`config.mk`:
```
export PLATFORM = sky130hd
export DESIGN_NAME = sio_cfg_gate
export DESIGN_NICKNAME = d
export VERILOG_FILES = /design/src/rtl/sio_cfg_pkg.sv /design/src/rtl/sio_key_fsm.sv /design/src/rtl/sio_global_regs.sv /design/src/rtl/sio_dev_bank.sv /design/src/rtl/sio_cfg_gate.sv
export SDC_FILE = /design/constraint.sdc
export NUM_CORES = 1
export LEC_CHECK = 0
export BUFFER_PORTS_ARGS = -buffer_cell sky130_fd_sc_hd__buf_2
export CAP_MARGIN = 40
export CORE_MARGIN = 2
export CORE_UTILIZATION = 35
export DETAILED_ROUTE_END_ITERATION = 6
export PLACE_DENSITY = 0.54
export SLEW_MARGIN = 5
export SYNTH_ARGS = -nofsm -noshare
export SYNTH_HDL_FRONTEND = slang
export SYNTH_SLANG_ARGS = --single-unit
```
`constraint.sdc`:
```
create_clock -name clk -period 2.3 [get_ports clk]
set_input_delay 0.345 -clock clk [delete_from_list [all_inputs] [get_ports clk]]
set_output_delay 0.345 -clock clk [all_outputs]
set_load 0.01 [all_outputs]
```
`src/rtl/sio_cfg_pkg.sv`:
```
// Shared constants and state type for the configuration gate.
// Assumes byte-wide register indices.
package sio_cfg_pkg;
    localparam logic [7:0] ENTRY_KEY    = 8'h87;
    localparam logic [7:0] EXIT_KEY     = 8'hAA;
    localparam logic [7:0] IDX_LDN      = 8'h07;
    localparam logic [7:0] IDX_ENABLE   = 8'h30;
    localparam logic [7:0] IDX_BASE_HI  = 8'h60;
    localparam logic [7:0] IDX_BASE_LO  = 8'h61;
    localparam logic [7:0] IDX_IRQ_NUM  = 8'h70;
    localparam logic [7:0] IDX_IRQ_TYPE = 8'h71;
    localparam logic [7:0] LOCKED_READ  = 8'hFF;

    typedef enum logic [1:0] {
        GATE_LOCKED = 2'd0,
        GATE_HALF   = 2'd1,
        GATE_OPEN   = 2'd2
    } gate_state_e;
endpackage

```
`src/rtl/sio_key_fsm.sv`:
```
// Entry/exit key tracker.
// Consumes qualified index-port writes and reports whether the gate is open.
// Assumes idx_wr_i is high for exactly one cycle per bus write.
module sio_key_fsm
    import sio_cfg_pkg::*;
(
    input  logic       clk,
    input  logic       rst_n,
    input  logic       idx_wr_i,
    input  logic [7:0] wdata_i,
    output logic       open_o
);
    gate_state_e state_q;

    // Advance the key state on each index-port write.
    always_ff @(posedge clk) begin
        if (!rst_n) begin
            state_q <= GATE_LOCKED;
        end else if (idx_wr_i) begin
            case (state_q)
                GATE_LOCKED: state_q <= (wdata_i == ENTRY_KEY) ? GATE_HALF : GATE_LOCKED;
                GATE_HALF:   state_q <= (wdata_i == ENTRY_KEY) ? GATE_OPEN : GATE_LOCKED;
                GATE_OPEN:   state_q <= (wdata_i == EXIT_KEY)  ? GATE_LOCKED : GATE_OPEN;
                default:     state_q <= GATE_LOCKED;
            endcase
        end
    end

    assign open_o = (state_q == GATE_OPEN);

    // the gate can only open right after an entry-key write.
    assert_open_after_key_R2: assert property (@(posedge clk) disable iff (!rst_n)
        $rose(open_o) |-> $past(idx_wr_i && wdata_i == ENTRY_KEY));

    // a non-key write after the first key keeps the gate shut.
    assert_broken_key_R3: assert property (@(posedge clk) disable iff (!rst_n)
        (state_q == GATE_HALF && idx_wr_i && wdata_i != ENTRY_KEY) |=> !open_o);

    // the exit value closes the gate.
    assert_exit_locks_R4: assert property (@(posedge clk) disable iff (!rst_n)
        (open_o && idx_wr_i && wdata_i == EXIT_KEY) |=> !open_o);
endmodule

```
`src/rtl/sio_global_regs.sv`:
```
// Bank-independent global byte registers at indices GLOB_BASE..GLOB_BASE+NUM_GLOB-1.
// Assumes wr_en_i is already gated by the open state.
module sio_global_regs #(
    parameter int NUM_GLOB  = 16,
    parameter int GLOB_BASE = 32
) (
    input  logic       clk,
    input  logic       rst_n,
    input  logic       wr_en_i,
    input  logic [7:0] idx_i,
    input  logic [7:0] wdata_i,
    output logic       hit_o,
    output logic [7:0] rdata_o
);
    logic [7:0]          regs_q [NUM_GLOB];
    logic [NUM_GLOB-1:0] sel;

    // Decode the index into a one-hot register select.
    always_comb begin
        for (int i = 0; i < NUM_GLOB; i++) begin
            sel[i] = (idx_i == 8'(GLOB_BASE + i));
        end
    end

    // Store writes to the selected global register.
    always_ff @(posedge clk) begin
        if (!rst_n) begin
            for (int i = 0; i < NUM_GLOB; i++) regs_q[i] <= 8'h00;
        end else if (wr_en_i) begin
            for (int i = 0; i < NUM_GLOB; i++) begin
                if (sel[i]) regs_q[i] <= wdata_i;
            end
        end
    end

    // Return the selected register, or zero when no register is selected.
    always_comb begin
        rdata_o = 8'h00;
        for (int i = 0; i < NUM_GLOB; i++) begin
            if (sel[i]) rdata_o = regs_q[i];
        end
    end

    assign hit_o = |sel;

    // the decode never selects two registers.
    assert_glob_onehot_R12: assert property (@(posedge clk) disable iff (!rst_n)
        $onehot0(sel));
endmodule

```
`src/rtl/sio_dev_bank.sv`:
```
// One logical device's register bank: enable, base address, IRQ number, IRQ type.
// Assumes wr_en_i is high only when this bank is the selected one and the gate is open.
module sio_dev_bank
    import sio_cfg_pkg::*;
(
    input  logic        clk,
    input  logic        rst_n,
    input  logic        wr_en_i,
    input  logic [7:0]  idx_i,
    input  logic [7:0]  wdata_i,
    output logic [7:0]  rdata_o,
    output logic        en_o,
    output logic [15:0] base_o,
    output logic [7:0]  irq_o,
    output logic [7:0]  irq_type_o
);
    // Update the register addressed by the index on a bank write.
    always_ff @(posedge clk) begin
        if (!rst_n) begin
            en_o       <= 1'b0;
            base_o     <= 16'h0000;
            irq_o      <= 8'h00;
            irq_type_o <= 8'h00;
        end else if (wr_en_i) begin
            case (idx_i)
                IDX_ENABLE:   en_o         <= wdata_i[0];
                IDX_BASE_HI:  base_o[15:8] <= wdata_i;
                IDX_BASE_LO:  base_o[7:0]  <= wdata_i;
                IDX_IRQ_NUM:  irq_o        <= wdata_i;
                IDX_IRQ_TYPE: irq_type_o   <= wdata_i;
                default: ;
            endcase
        end
    end

    // Read back the register addressed by the index.
    always_comb begin
        case (idx_i)
            IDX_ENABLE:   rdata_o = {7'b0, en_o};
            IDX_BASE_HI:  rdata_o = base_o[15:8];
            IDX_BASE_LO:  rdata_o = base_o[7:0];
            IDX_IRQ_NUM:  rdata_o = irq_o;
            IDX_IRQ_TYPE: rdata_o = irq_type_o;
            default:      rdata_o = 8'h00;
        endcase
    end

    // a bank that is not written keeps its contents.
    assert_bank_hold_R7: assert property (@(posedge clk) disable iff (!rst_n)
        !wr_en_i |=> $stable({en_o, base_o, irq_o, irq_type_o}));
endmodule

```
`src/rtl/sio_cfg_gate.sv`:
```
// Configuration gate top: decodes the index and data ports, latches the index,
// holds the logical-device select and routes accesses to globals or a device bank.
// Assumes one bus access per strobe cycle. Read data is combinational.
module sio_cfg_gate
    import sio_cfg_pkg::*;
#(
    parameter int              NUM_DEV   = 4,
    parameter int              ADDR_W    = 12,
    parameter logic [11:0]     BASE_ADDR = 12'h370,
    parameter int              NUM_GLOB  = 16,
    parameter int              GLOB_BASE = 32
) (
    input  logic                  clk,
    input  logic                  rst_n,
    input  logic                  bus_valid_i,
    input  logic                  bus_write_i,
    input  logic [ADDR_W-1:0]     bus_addr_i,
    input  logic [7:0]            bus_wdata_i,
    output logic [7:0]            bus_rdata_o,
    output logic                  cfg_open_o,
    output logic [NUM_DEV-1:0]    dev_en_o,
    output logic [NUM_DEV*16-1:0] dev_base_o,
    output logic [NUM_DEV*8-1:0]  dev_irq_o,
    output logic [NUM_DEV*8-1:0]  dev_irq_type_o
);
    localparam int SEL_W = (NUM_DEV > 1) ? $clog2(NUM_DEV) : 1;
    localparam logic [ADDR_W-1:0] IDX_PORT = ADDR_W'(BASE_ADDR);
    localparam logic [ADDR_W-1:0] DAT_PORT = ADDR_W'(BASE_ADDR + 12'd1);

    logic             hit_idx, hit_dat, idx_wr, dat_wr, open;
    logic [7:0]       idx_q, ldn_q;
    logic             ldn_valid;
    logic             glob_hit;
    logic [7:0]       glob_rd;
    logic [NUM_DEV-1:0] bank_wr;
    logic [7:0]       bank_rd [NUM_DEV];
    logic [7:0]       dat_rd;

    assign hit_idx = bus_valid_i && (bus_addr_i == IDX_PORT);
    assign hit_dat = bus_valid_i && (bus_addr_i == DAT_PORT);
    assign idx_wr  = hit_idx && bus_write_i;
    assign dat_wr  = hit_dat && bus_write_i && open;
    assign ldn_valid = (ldn_q < 8'(NUM_DEV));

    sio_key_fsm u_key (
        .clk      (clk),
        .rst_n    (rst_n),
        .idx_wr_i (idx_wr),
        .wdata_i  (bus_wdata_i),
        .open_o   (open)
    );
    assign cfg_open_o = open;

    // Latch the index while open; clear it whenever the gate is shut.
    always_ff @(posedge clk) begin
        if (!rst_n || !open) begin
            idx_q <= 8'h00;
        end else if (idx_wr && bus_wdata_i != EXIT_KEY) begin
            idx_q <= bus_wdata_i;
        end
    end

    // Hold the logical-device select written through index 0x07.
    always_ff @(posedge clk) begin
        if (!rst_n) begin
            ldn_q <= 8'h00;
        end else if (dat_wr && idx_q == IDX_LDN) begin
            ldn_q <= bus_wdata_i;
        end
    end

    sio_global_regs #(
        .NUM_GLOB  (NUM_GLOB),
        .GLOB_BASE (GLOB_BASE)
    ) u_glob (
        .clk     (clk),
        .rst_n   (rst_n),
        .wr_en_i (dat_wr),
        .idx_i   (idx_q),
        .wdata_i (bus_wdata_i),
        .hit_o   (glob_hit),
        .rdata_o (glob_rd)
    );

    for (genvar d = 0; d < NUM_DEV; d++) begin : g_bank
        assign bank_wr[d] = dat_wr && (ldn_q == 8'(d));
        sio_dev_bank u_bank (
            .clk        (clk),
            .rst_n      (rst_n),
            .wr_en_i    (bank_wr[d]),
            .idx_i      (idx_q),
            .wdata_i    (bus_wdata_i),
            .rdata_o    (bank_rd[d]),
            .en_o       (dev_en_o[d]),
            .base_o     (dev_base_o[d*16 +: 16]),
            .irq_o      (dev_irq_o[d*8 +: 8]),
            .irq_type_o (dev_irq_type_o[d*8 +: 8])
        );
    end

    // Select the data-port read source: LDN, globals, then the chosen bank.
    always_comb begin
        if (idx_q == IDX_LDN)   dat_rd = ldn_q;
        else if (glob_hit)      dat_rd = glob_rd;
        else if (ldn_valid)     dat_rd = bank_rd[ldn_q[SEL_W-1:0]];
        else                    dat_rd = 8'h00;
    end

    // Drive the bus read data for the port being read.
    always_comb begin
        bus_rdata_o = 8'h00;
        if (hit_idx && !bus_write_i)      bus_rdata_o = open ? idx_q : LOCKED_READ;
        else if (hit_dat && !bus_write_i) bus_rdata_o = open ? dat_rd : LOCKED_READ;
    end

    // at most one bank receives a write.
    assert_one_bank_R7: assert property (@(posedge clk) disable iff (!rst_n)
        $onehot0(bank_wr));

    // nothing changes through the data port while locked.
    assert_locked_hold_R5: assert property (@(posedge clk) disable iff (!rst_n)
        !open |=> ($stable(dev_en_o) && $stable(dev_base_o) && $stable(ldn_q)));

    // the latched index is zero whenever the gate has been shut for a cycle.
    assert_idx_cleared_R4: assert property (@(posedge clk) disable iff (!rst_n)
        (!open && !$rose(rst_n)) |=> (idx_q == 8'h00));
endmodule

```
==> impl_results.md <==
- Outcome: finished with violations
- Failing checks: setup timing
- Final Slew Violations: 0
- Cell taking the most area after synthesis: edfxtp_1
- Seq/Total Area, Yosys: 0.5129
- Vias in the first global route: 12182
- WS Path Type: reg -> out
- P_sw: 2.530 mW
- Bufs on Longest Clock Path: 3
- Final worst slack: -1.005 ns
- Post-synth ARST share: 0
- Vias after detailed routing: 12668
- Commonest cells in the synthesized netlist: 227 x nand2_1, 155 x nand3_1, 150 x dfxtp_1
- Area contributors post-synth: edfxtp_1 29%, dfxtp_1 22%, a21boi_0 6.8%, nand2_1 6.4%, nand3_1 5.8%
- CTS tree: built
- Root Buffer: clkbuf_16
- Worst-path maximum fanout: 4
- Pre-antenna DRT Iters: 5
- Sw Share: 0.2263
- Clock sink total: 278
- Post-synth EDFFs: 128
- Pin count of the biggest net entering global routing: 100
- Vias per cell: 5.537
- Clk_lat worst skew: 0.53 ns
- First-pass GRT wire length: 76.32 mm
- Final instance area: 18490 sq um
- Final number of hold-violating endpoints: 0
- Synth Instances: 1409
- Post-synth top area share: 0.2880
- Pleak: 6.945 nW
- Boundary pin count: 165
- Area growth, synth to finish: 38.54%
- Port bufs: 164
- Area occupied by multi-input gates: 6292 sq um
- Internal cell power: 8.649 mW
- Drt drc: 0
- Sequential power share: 0.480
- Max_slew headroom: 0.4836
- Fin nets: 1777
- Avg WL per Cell: 22.80 microns
- Post-Route WL: 52.16 mm
- Post-DP HPWL: 36.80 mm
- Yosys warnings: 0
- DP Area: 16460 sq um
- Syn Nets: 1433
- Most common cell in the synthesized netlist: nand2_1
- Final worst-path cycle share: 1.437
- Finished Core Util: 0.4921
- MaxCap Viol Count: 0
- Crit path DAT: 2.96 ns
- Unrepaired setup endpoints after global routing: true
- Fmax: 302.6 MHz
- Hold-fix buffers, CTS: 0
- Initial Util: 0.3552
- Die X: 199.3 microns
- Row Count: 71
- Type of the worst min-delay path: in -> reg
- VDD IR-drop max: 0.0003550 V
- Combinational fraction of design power: 0.039
- GRT Overall Usage: 0.2592
- Setup-failing EPs final: 8
- Clk pwr share: 0.482
- Top FF cell, synth: dfxtp_1
- Detail Route Antenna Nets: 0
- Slew @ Worst Pin: 0.7676 ns
- Synthesized area: 13350 sq um
- Gpl congestion: 1.022
- Final Skew: 0.03244 ns
- Die area: 39710 sq um
- Die height: 199.3 microns
- GR Overflow Total: 0
- # diodes: 0
- Mapped Avg Cell Area: 9.473 sq um
- Register Area: 6865 sq um
- Max H-tree Level: 2
- First-iteration detailed-routing DRC count: 1228
- CP Data Required Time: 1.96 ns
- Seq cells post-synth: 278
- Initial antenna violation count: 0
- Clk slew on worst S/H paths: 0.06 ns
- Fin crit period: 3.305 ns
- PD cells: 604.5 nW/um^2
- Area of the core: 37580 sq um
- Worst setup EP type: primary output
- CTS Buf Count: 34
- Startpoint class of the critical path: flop
- Fill cells: 3513
- Post-synth cell types: 69
- Layout cells sized above 1: 0.3534
-- layout by cell type, fill, tap and decap left out, types with 15 or more instances in the layout --
cell and n:
buf_4 213, nand2_1 206, buf_2 159, nand3_1 148, dfxtp_1 143, edfxtp_1 128
a21boi_0 120, nor2_1 107, clkbuf_16 37, buf_12 37, o21ai_0 35, a21oi_1 31
buf_6 24, mux2i_1 21, a22oi_1 21, nand2_2 17, a21boi_1 17, inv_1 16
mux2_2 15
-- per-stage QoR --
step,TNS (ns),setup WS (ns),power [mW],hold slack [ns],std cells
detailed placement,-49.20,-0.5356,5.890,0.4621,2196
global placement,-41.28,-0.4398,5.886,0.4666,2196
CTS,-8.127,-1.013,11.25,0.2382,2276
floorplan,-0.2455,-0.1175,5.644,0.4539,1409
finish,-7.484,-1.005,11.18,0.2542,2288
global route,-8.180,-1.047,11.47,0.2602,2288
-- flip-flops by register name, indices dropped and copies added (netlist names) --
register,cells
idx_q,8
g_bank.u_bank.irq_type_o,32
g_bank.u_bank.en_o,4
g_bank.u_bank.irq_o,32
g_bank.u_bank.base_o,64
u_key.state_q,2
ldn_q,8
u_glob.regs_q,128
-- routing by layer --
metal  wire length [microns]  global-route usage
met2                   23580              0.4065
met1                   23160              0.3611
met3                    4079             0.04878
met5                       0                   0
met4                    1344             0.08126
-- worst max-delay path, cell delays in order (launching register included) --
cell and delay (ns):
dfxtp_4 0.38, buf_12 0.11, nor4b_4 0.04, buf_4 0.14, and2_4 0.19, buf_4 0.14
a222oi_1 0.49, mux4_2 0.41, nor2_1 0.06, or3_1 0.32, buf_2 0.15
-- power by group through the flow --
stage / clock, mW / sequential, mW / combinational (mW)
after floorplan: 0 / 5.44 / 0.205
after global placement: 0 / 5.47 / 0.419
after detailed placement: 0 / 5.47 / 0.421
after CTS: 5.46 / 5.36 / 0.423
after global routing: 5.64 / 5.37 / 0.456
final: 5.38 / 5.36 / 0.434
-- cell type report --
| type | count | share of cell area |
|---|---|---|
| clock buffer | 42 | 0.04986 |
| timing repair buffer | 439 | 0.1908 |
| tap | 511 | 0.03457 |
| multi-input combinational | 982 | 0.3403 |
| sequential | 278 | 0.3712 |
| clock inverter | 18 | 0.009608 |
| inverter | 18 | 0.003654 |
-- final timing paths --
path | startpoint | end | slack (ns) | depth (start not counted)
worst max register to register | idx_q[4] | u_glob.regs_q[1][43] | 0.04 | 10
worst min-delay path | bus_wdata_i[2] | g_bank[0].u_bank.base_o[2] | 0.25 | 3
worst max-delay path | idx_q[3] | bus_rdata_o[5] | -1.01 | 10
worst min register to register | g_bank[0].u_bank.base_o[2] | g_bank[0].u_bank.base_o[2] | 0.47 | 2
-- timing repair --
action | CTS | global route
cloned | 3 | 2
pin swaps | 34 | 29
resized for setup | 74 | 75
setup buffers | 19 | 15
setup endpoints to repair | 65 | 173
-- cells by family (layout without fill, tap and decap cells) --
family	count (synthesis)	count (layout)	share of synthesized area
AOI/OAI and AO/OA	356	356	0.1886
muxes	44	44	0.04190
and+or+nand+nor	582	582	0.2058
buffers and inverters	149	517	0.05081
DFF	278	278	0.5129
Power figures use the tool's default switching activity.
